**src/rtl/sadc_pkg.sv**
```systemverilog
// Shared constants and helpers for the serial ADC frame emulator.
// Assumes a fixed 16-slot frame that starts with two leading zeros.
package sadc_pkg;
    localparam int FRAME_LEN  = 16;
    localparam int LEAD_ZEROS = 2;

    // Number of falling serial-clock edges one conversion needs.
    function automatic int conv_clocks(input int res_bits);
        return res_bits + LEAD_ZEROS;
    endfunction
endpackage

```
**src/rtl/sadc_edge_det.sv**
```systemverilog
// Edge detector for a vector of host signals that are synchronous to clk.
// One register stage per bit. The rise and fall outputs are combinational
// from the live input and the registered previous value.
module sadc_edge_det #(
    parameter int           N       = 2,
    parameter logic [N-1:0] RST_VAL = '1
) (
    input  logic         clk,
    input  logic         rst_n,
    input  logic [N-1:0] din,
    output logic [N-1:0] rise,
    output logic [N-1:0] fall
);
    logic [N-1:0] prev;

    for (genvar i = 0; i < N; i++) begin : g_bit
        // Remember the previous level of each input.
        always_ff @(posedge clk) begin
            if (!rst_n) prev[i] <= RST_VAL[i];
            else        prev[i] <= din[i];
        end
        assign rise[i] = din[i] & ~prev[i];
        assign fall[i] = ~din[i] & prev[i];
    end
endmodule

```
**src/rtl/sadc_frame_ctrl.sv**
```systemverilog
// Frame sequencer: counts falling serial-clock edges within a frame and
// owns the drive enable, track-and-hold phase, abort flag and power-down.
// Assumes the sclk edges it receives are already qualified by chip select.
module sadc_frame_ctrl
    import sadc_pkg::*;
#(
    parameter int RES_BITS = 12
) (
    input  logic clk,
    input  logic rst_n,
    input  logic cs_low,
    input  logic cs_fall,
    input  logic cs_rise,
    input  logic sclk_fall,
    input  logic sclk_rise,
    output logic load_en,
    output logic shift_en,
    output logic out_en,
    output logic tracking,
    output logic aborted,
    output logic power_down
);
    localparam int             CW      = $clog2(FRAME_LEN + 1);
    localparam logic [CW-1:0]  CONV_N  = CW'(conv_clocks(RES_BITS));
    localparam logic [CW-1:0]  TRACK_N = CW'(conv_clocks(RES_BITS) - 1);
    localparam logic [CW-1:0]  LAST_N  = CW'(FRAME_LEN);
    localparam bit             PD_ON_ABORT = (RES_BITS == 8);

    logic [CW-1:0] fall_cnt;
    logic [CW-1:0] cnt_next;
    logic          active;
    logic          early_end;

    assign cnt_next  = fall_cnt + 1'b1;
    assign load_en   = cs_fall;
    assign shift_en  = sclk_fall & active;
    assign out_en    = active;
    assign early_end = cs_rise & active & (fall_cnt < CONV_N);

    // Edge count, frame activity, hold/track phase and abort flag.
    always_ff @(posedge clk) begin
        if (!rst_n) begin
            fall_cnt <= '0;
            active   <= 1'b0;
            tracking <= 1'b1;
            aborted  <= 1'b0;
        end else if (cs_fall) begin
            fall_cnt <= '0;
            active   <= 1'b1;
            tracking <= 1'b0;
            aborted  <= 1'b0;
        end else if (cs_rise) begin
            active   <= 1'b0;
            tracking <= 1'b1;
            if (early_end) aborted <= 1'b1;
        end else begin
            if (shift_en) begin
                fall_cnt <= cnt_next;
                if (cnt_next == LAST_N) active <= 1'b0;
            end
            if (sclk_rise && cs_low && fall_cnt >= TRACK_N) tracking <= 1'b1;
        end
    end

    if (PD_ON_ABORT) begin : g_pd
        // Enter power-down on early release, leave after a full conversion.
        always_ff @(posedge clk) begin
            if (!rst_n)                                   power_down <= 1'b0;
            else if (early_end)                           power_down <= 1'b1;
            else if (!cs_fall && shift_en && cnt_next == CONV_N) power_down <= 1'b0;
        end
    end else begin : g_no_pd
        assign power_down = 1'b0;
    end
endmodule

```
**src/rtl/sadc_shifter.sv**
```systemverilog
// Output frame register: loads lead zeros, the captured sample and trailing
// zeros on chip-select fall, then shifts left on each qualified sclk fall.
// The MSB of the register is the bit currently presented.
module sadc_shifter
    import sadc_pkg::*;
#(
    parameter int RES_BITS = 12
) (
    input  logic                clk,
    input  logic                rst_n,
    input  logic                load_en,
    input  logic                shift_en,
    input  logic [RES_BITS-1:0] sample_in,
    output logic                bit_out
);
    localparam int TRAIL = FRAME_LEN - LEAD_ZEROS - RES_BITS;

    logic [FRAME_LEN-1:0] frame_q;

    // Capture the frame image or advance it by one slot.
    always_ff @(posedge clk) begin
        if (!rst_n)        frame_q <= '0;
        else if (load_en)  frame_q <= {{LEAD_ZEROS{1'b0}}, sample_in, {TRAIL{1'b0}}};
        else if (shift_en) frame_q <= {frame_q[FRAME_LEN-2:0], 1'b0};
    end

    assign bit_out = frame_q[FRAME_LEN-1];
endmodule

```
**src/rtl/sadc_serial_port.sv**
```systemverilog
// Top of the serial ADC output frame emulator. Host chip select and serial
// clock must be synchronous to clk; each output follows one cycle after the
// host edge. RES_BITS selects 12, 10 or 8 bit resolution.
module sadc_serial_port #(
    parameter int RES_BITS = 12
) (
    input  logic                clk,
    input  logic                rst_n,
    input  logic                cs_n,
    input  logic                sclk,
    input  logic [RES_BITS-1:0] sample_in,
    output logic                sdo,
    output logic                sdo_en,
    output logic                tracking,
    output logic                aborted,
    output logic                power_down
);
    logic [1:0] rise_v;
    logic [1:0] fall_v;
    logic       load_en;
    logic       shift_en;
    logic       out_en;
    logic       bit_out;

    sadc_edge_det #(.N(2), .RST_VAL(2'b11)) u_edges (
        .clk  (clk),
        .rst_n(rst_n),
        .din  ({cs_n, sclk}),
        .rise (rise_v),
        .fall (fall_v)
    );

    sadc_frame_ctrl #(.RES_BITS(RES_BITS)) u_ctrl (
        .clk       (clk),
        .rst_n     (rst_n),
        .cs_low    (~cs_n),
        .cs_fall   (fall_v[1]),
        .cs_rise   (rise_v[1]),
        .sclk_fall (fall_v[0] & ~cs_n),
        .sclk_rise (rise_v[0] & ~cs_n),
        .load_en   (load_en),
        .shift_en  (shift_en),
        .out_en    (out_en),
        .tracking  (tracking),
        .aborted   (aborted),
        .power_down(power_down)
    );

    sadc_shifter #(.RES_BITS(RES_BITS)) u_shift (
        .clk      (clk),
        .rst_n    (rst_n),
        .load_en  (load_en),
        .shift_en (shift_en),
        .sample_in(sample_in),
        .bit_out  (bit_out)
    );

    assign sdo_en = out_en;
    assign sdo    = out_en & bit_out;
endmodule

```
**config.mk**
```make
export PLATFORM = sky130hd
export DESIGN_NAME = sadc_serial_port
export DESIGN_NICKNAME = d
export VERILOG_FILES = /design/src/rtl/sadc_pkg.sv /design/src/rtl/sadc_edge_det.sv /design/src/rtl/sadc_frame_ctrl.sv /design/src/rtl/sadc_shifter.sv /design/src/rtl/sadc_serial_port.sv
export SDC_FILE = /design/constraint.sdc
export NUM_CORES = 1
export LEC_CHECK = 0
export ABC_CLOCK_PERIOD_IN_PS = 4470
export CAP_MARGIN = 5
export CORE_MARGIN = 3
export CORE_UTILIZATION = 50
export CTS_CLUSTER_DIAMETER = 120
export DETAILED_ROUTE_END_ITERATION = 16
export GPL_TIMING_DRIVEN = 0
export PLACE_DENSITY = 0.82
export SYNTH_ARGS = -nofsm -noshare
export SYNTH_HDL_FRONTEND = slang
export SYNTH_SLANG_ARGS = --single-unit
```
**constraint.sdc**
```tcl
create_clock -name clk -period 4.47 [get_ports clk]
set_clock_uncertainty 0.1 [all_clocks]
set_input_delay 0.447 -clock clk [delete_from_list [all_inputs] [get_ports clk]]
set_output_delay 0.447 -clock clk [all_outputs]
set_load 0.02 [all_outputs]
```
* Yosys cells after proc, flatten, opt, wreduce, memory -nomap -nowiden
Index checks and enable logic that the tools add are counted.
** Storage, ports and cells
- Output and inout port bits :: 5
- Input bits :: 16
- Logic and storage cells :: 47
- Flip-flop bits (word level) :: 24
** Cells by class
- Reductions and logical operators :: 10
- Equal/unequal tests :: 1
- Multiplexer cells :: 9
- Order comparisons :: 2
- Bitwise operators :: 16
- Add/sub/neg operators :: 1
** Operators with widths (count)
- $mux W14 :: 2
- $and A1 B1 Y1 :: 10
- $reduce_bool A3 Y1 :: 3
- $mux W1 :: 7
- $not A1 Y1 :: 6
- $reduce_and A2 Y1 :: 3
- $add A5 B1 Y5 const B :: 1
- $eq A5 B5 Y1 const B :: 1
- $ge A5 B4 Y1 const B :: 1
- $lt A5 B4 Y1 const B :: 1
- $logic_and A1 B1 Y1 :: 2
- $reduce_bool A2 Y1 :: 1
- $reduce_or A2 Y1 :: 1

* Depth between registers and ports, before layout
- Depth in word-level cells :: 8
- Gate-level depth with buffers :: 5
- Gate-level depth less buffers :: 5

* By module
A second synthesis with hierarchy kept.
** Second synthesis, totals
- Cell total of the unflattened synthesis :: 122
- Area total of the unflattened synthesis :: 1224.9 sq um
** By module, submodules not included
- sadc_shifter :: cells each 59, seq. area each 280.3 sq um, instances 1, area an instance 661.9 sq um
- sadc_frame_ctrl :: cells each 51, seq. area each 160.2 sq um, instances 1, area an instance 462.9 sq um
- sadc_edge_det :: cells each 8, seq. area each 40.0 sq um, instances 1, area an instance 77.6 sq um
- sadc_serial_port :: cells each 4, seq. area each 0.0 sq um, instances 1, area an instance 22.5 sq um

* Least setup slack after synthesis
No wires, ideal clock.
- Path type :: register -> register
- Start :: reg u_ctrl.fall_cnt[0]
- End :: reg u_ctrl.fall_cnt[4]
- Setup time :: 71 ps
- Stages on the path, launching flop included :: 5
- Clock period less this slack :: 1515 ps
- Required time :: 4299 ps
- Data arrival time :: 1344 ps
- Buffers on the path :: 0
- Setup slack :: 2955 ps
- Path through :: dfxtp_1 -> ha_1 -> inv_1 -> or4_1 -> a21oi_1
** Between the ends
- Longest elaborated chain between the ends :: 1
** Ends and longest elaborated chain
- from (decl) :: RTL line sadc_frame_ctrl.sv:29 : logic [CW-1:0] fall_cnt;
- from (signal assigned) :: RTL line sadc_frame_ctrl.sv:58 : fall_cnt <= cnt_next;
- $add A5 B1 Y5 :: RTL line sadc_frame_ctrl.sv:34 : assign cnt_next = fall_cnt + 1'b1;
Every way passes these cells.
A chain may end at the register's enable or synchronous reset.

* Final worst setup path
- Start :: reg u_ctrl.active (netlist: u_ctrl.out_en)
- End :: out sdo
** Between the ends
- Longest elaborated chain between the ends :: 1
** Ends and longest elaborated chain
- from (decl) :: RTL line sadc_frame_ctrl.sv:31 : logic active;
- from (signal assigned) :: RTL line sadc_frame_ctrl.sv:44 : active <= 1'b0;
- from (signal assigned) :: RTL line sadc_frame_ctrl.sv:49 : active <= 1'b1;
- from (signal assigned) :: RTL line sadc_frame_ctrl.sv:53 : active <= 1'b0;
- $and A1 B1 Y1 :: RTL line sadc_serial_port.sv:59 : assign sdo = out_en & bit_out;
- to (decl) :: RTL line sadc_serial_port.sv:12 : output logic sdo,
Every way passes these cells.

==> reports/metrics.yaml <==
fin_setup_tns_ns: 0
wire_per_inst_um: 13.2
first_global_vias: 963
maxSlewViolCount: 0
p_leak_nw: 0.488
end_kind: "output pin"
syn-num-nets: 155
yosysSeqAreaShare_pct: 43.4
grt.overflow.total: 0
grt_pass1_wl_mm: 4.08
vias_per_cell: 5.60
syn_avg_cell_area_um2: 8.14
synth_simple_gate_area_share_pct: 22.0
place_inst: 181
cts_tree: "yes"
p_per_area_nw_per_um2: 321
synth_async_sr_flop_share_pct: 0
root_buffer: "clkbuf_4"
drive_above_1_share_pct: 8.23
finalNonFillerCells: 185
yosys-top-cells-area: "dfxtp_1 (43%), nand2_1 (10%), o21ai_0 (6.8%)"
cts_inserted_buffers: 3
num_io_pins: 21
required_ns: 3.92
min-delay-start: "rst_n"
clock_latency_ns: 0.32
dieHeight_um: 53.1
core_area_um2: 2020
clock-sinks: 24
cts_setup_buffers: 0
synth_area_um2: 1110
drtPass1Iterations: 4
fin_crit_sh_pct: 46.1
hold_path_class: "input port to flip-flop"
critPathLaunchType: "flip-flop"
cp.arrival_ns: 1.51
area_growth_pct: 24.1
synth_compound_area_share_pct: 22.9
final_hold_viol_count: 0
max_stage_delay_ns: 0.59
cts_resized: 0
period_needed_ns: 2.06
die_w_um: 53.1
path_class: "flip-flop to output pin"
finalSetupViolations: 0
drc_errors: 0
fillers: 166
synth_flop_cell: "dfxtp_1"
ys_warn_count: 0
die_area_um2: 2820
dp_hpwl_mm: 1.78
vias: 1036
postRouteAntennaNets: 0
synth-xor-area-share_pct: 1.58
final_nets: 178
io_buffers: 18
start_util_pct: 54.8
ys_ff_latch: 24
rsz0062_at_grt: "false"
num_rows: 16
synth_edf_count: 0
synthAdderAreaFrac_pct: 3.39
clkTransAtPathRegs_ns: 0.13
cts_hold_buf: 0
status: "complete, no violations"
fin_area_um2: 1370
critPathLaunch: "u_ctrl.out_en"
antenna_found_initial: 0
ys_types: 32
htree_levels: 1
wirelength_mm: 2.45
cp_max_fo: 6
grt_max_degree: 15
drt-initial-drc-count: 25
synthMuxAreaShare_pct: 0
place_congestion: 0.828
clock_path_buffers: 2
worstReg2RegStart: "u_ctrl.fall_cnt[0]"
antenna_cells: 0
syn_inst: 136
synth_top_area_share_pct: 43.4
fmax_mhz: 485
synth_top_cell_by_area: "dfxtp_1"
max-cap-violations: 0
dpl_cell_area_um2: 1320
synth_top_family_by_area: "compound AO/OA/AOI/OAI gates"
irDropWorstVdd_mv: 0.219
crit_path_cell_trace: "and2_1 -> clkdlybuf4s50_1"
slowest_stage: "clkdlybuf4s50_1"
grtUsageTotal_pct: 19.5
==> placed cells by master, fill, tap and decap left out, drive strengths merged <==
cell type      netlist  layout
nor2                 3       3
nand4bb              1       1
a21bo                1       1
xnor2                2       2
o311a                2       2
a41oi                1       1
o211ai               1       1
nand2b               3       3
o2111ai              1       1
nor2b                1       1
bufinv               0       1
o31ai                1       1
clkdlybuf4s50        0      18
buf                  7       7
a31oi               11      11
a211oi               1       1
o21ai               15      15
or3                  2       2
dfxtp               24      24
nand2               30      30
or4                  1       1
a21boi               2       2
nand3b               2       2
ha                   3       3
inv                  4       4
conb                 1       1
and2                 1       1
and4bb               1       1
nand3                5       5
nor3                 1       1
clkbuf               3       6
a21oi                5       5
==> per-stage QoR <==
stage	hold slack [ns]	power (mW)	utilization, %	worst slack [ns]
global route	0.393	0.459	67.9	2.36
finish	0.361	0.441	67.9	2.41
global placement	0.340	0.286	65.3	2.45
CTS	0.360	0.444	67.9	2.40
detailed placement	0.350	0.288	65.3	2.40
floorplan	0.332	0.264	-	2.95
==> path summary, 6_finish.rpt <==
| path | end | slack, ns | depth (start not counted) |
|---|---|---|---|
| min | u_edges.prev[0] | 0.36 | 2 |
| max reg2reg | u_ctrl.fall_cnt[4] | 2.80 | 4 |
| min reg2reg | u_shift.frame_q[14] | 0.37 | 2 |
| max | sdo | 2.41 | 2 |
==> registers in the layout, summed over array words and instances (netlist names) <==
| register | flops |
|---|---|
| u_edges.prev | 2 |
| u_ctrl.aborted | 1 |
| u_shift.frame_q | 14 |
| u_ctrl.tracking | 1 |
| u_ctrl.out_en | 1 |
| u_ctrl.fall_cnt | 5 |
==> cells in the mapped netlist (2+ instances only) <==
library cell / instances
dfxtp_1: 24
o21ai_0: 15
a21boi_0: 2
ha_1: 3
nand2b_1: 3
xnor2_1: 2
or3_1: 2
o311a_1: 2
a31oi_1: 11
buf_2: 5
clkbuf_1: 3
nand3_1: 5
nand2_1: 30
inv_1: 4
nor2_1: 3
a21oi_1: 5
nand3b_1: 2
==> cells by family (layout without fill, tap and decap cells) <==
| family | after synthesis | after routing |
|---|---|---|
| XOR/XNOR | 2 | 2 |
| flip-flops | 24 | 24 |
| other | 1 | 1 |
| buffers and inverters | 14 | 36 |
| AND/OR/NAND/NOR | 51 | 51 |
| adder cells (fa/ha/maj) | 3 | 3 |
| AO/OA/AOI/OAI | 41 | 41 |
==> cell type report <==
| cell class | instances | area [um^2] | area share, % |
|---|---|---|---|
| Sequential cell | 24 | 480 | 35.0 |
| Tap cell | 27 | 33.8 | 2.46 |
| Multi-Input combinational cell | 98 | 557 | 40.5 |
| Timing Repair Buffer | 18 | 180 | 13.1 |
| Inverter | 4 | 15.0 | 1.09 |
| Clock inverter | 1 | 30.0 | 2.19 |
| Clock buffer | 3 | 22.5 | 1.64 |
| Buffer | 10 | 55.1 | 4.01 |
==> metal layers <==
metal	vias to the layer above	global-route usage, %	part of all wire, %
li1	518	-	-
met1	493	22.1	46
met2	20	35.3	49
met3	5	2.82	3.9
met4	0	9.36	1.7
met5	-	0	0
==> power by group <==
group | internal [mW] | switching [mW]
clock | 0.0908 | 0.0670
combinational | 0.0261 | 0.0250
sequential | 0.225 | 0.00733
==> worst max-delay path: cells and delay by family (launching register included) <==
kind	cells	cell delay (ns)
AND/OR/NAND/NOR	1	0.15
flip-flops	1	0.45
buffers and inverters	1	0.59
Note: power is estimated with default switching activity, not from simulation.
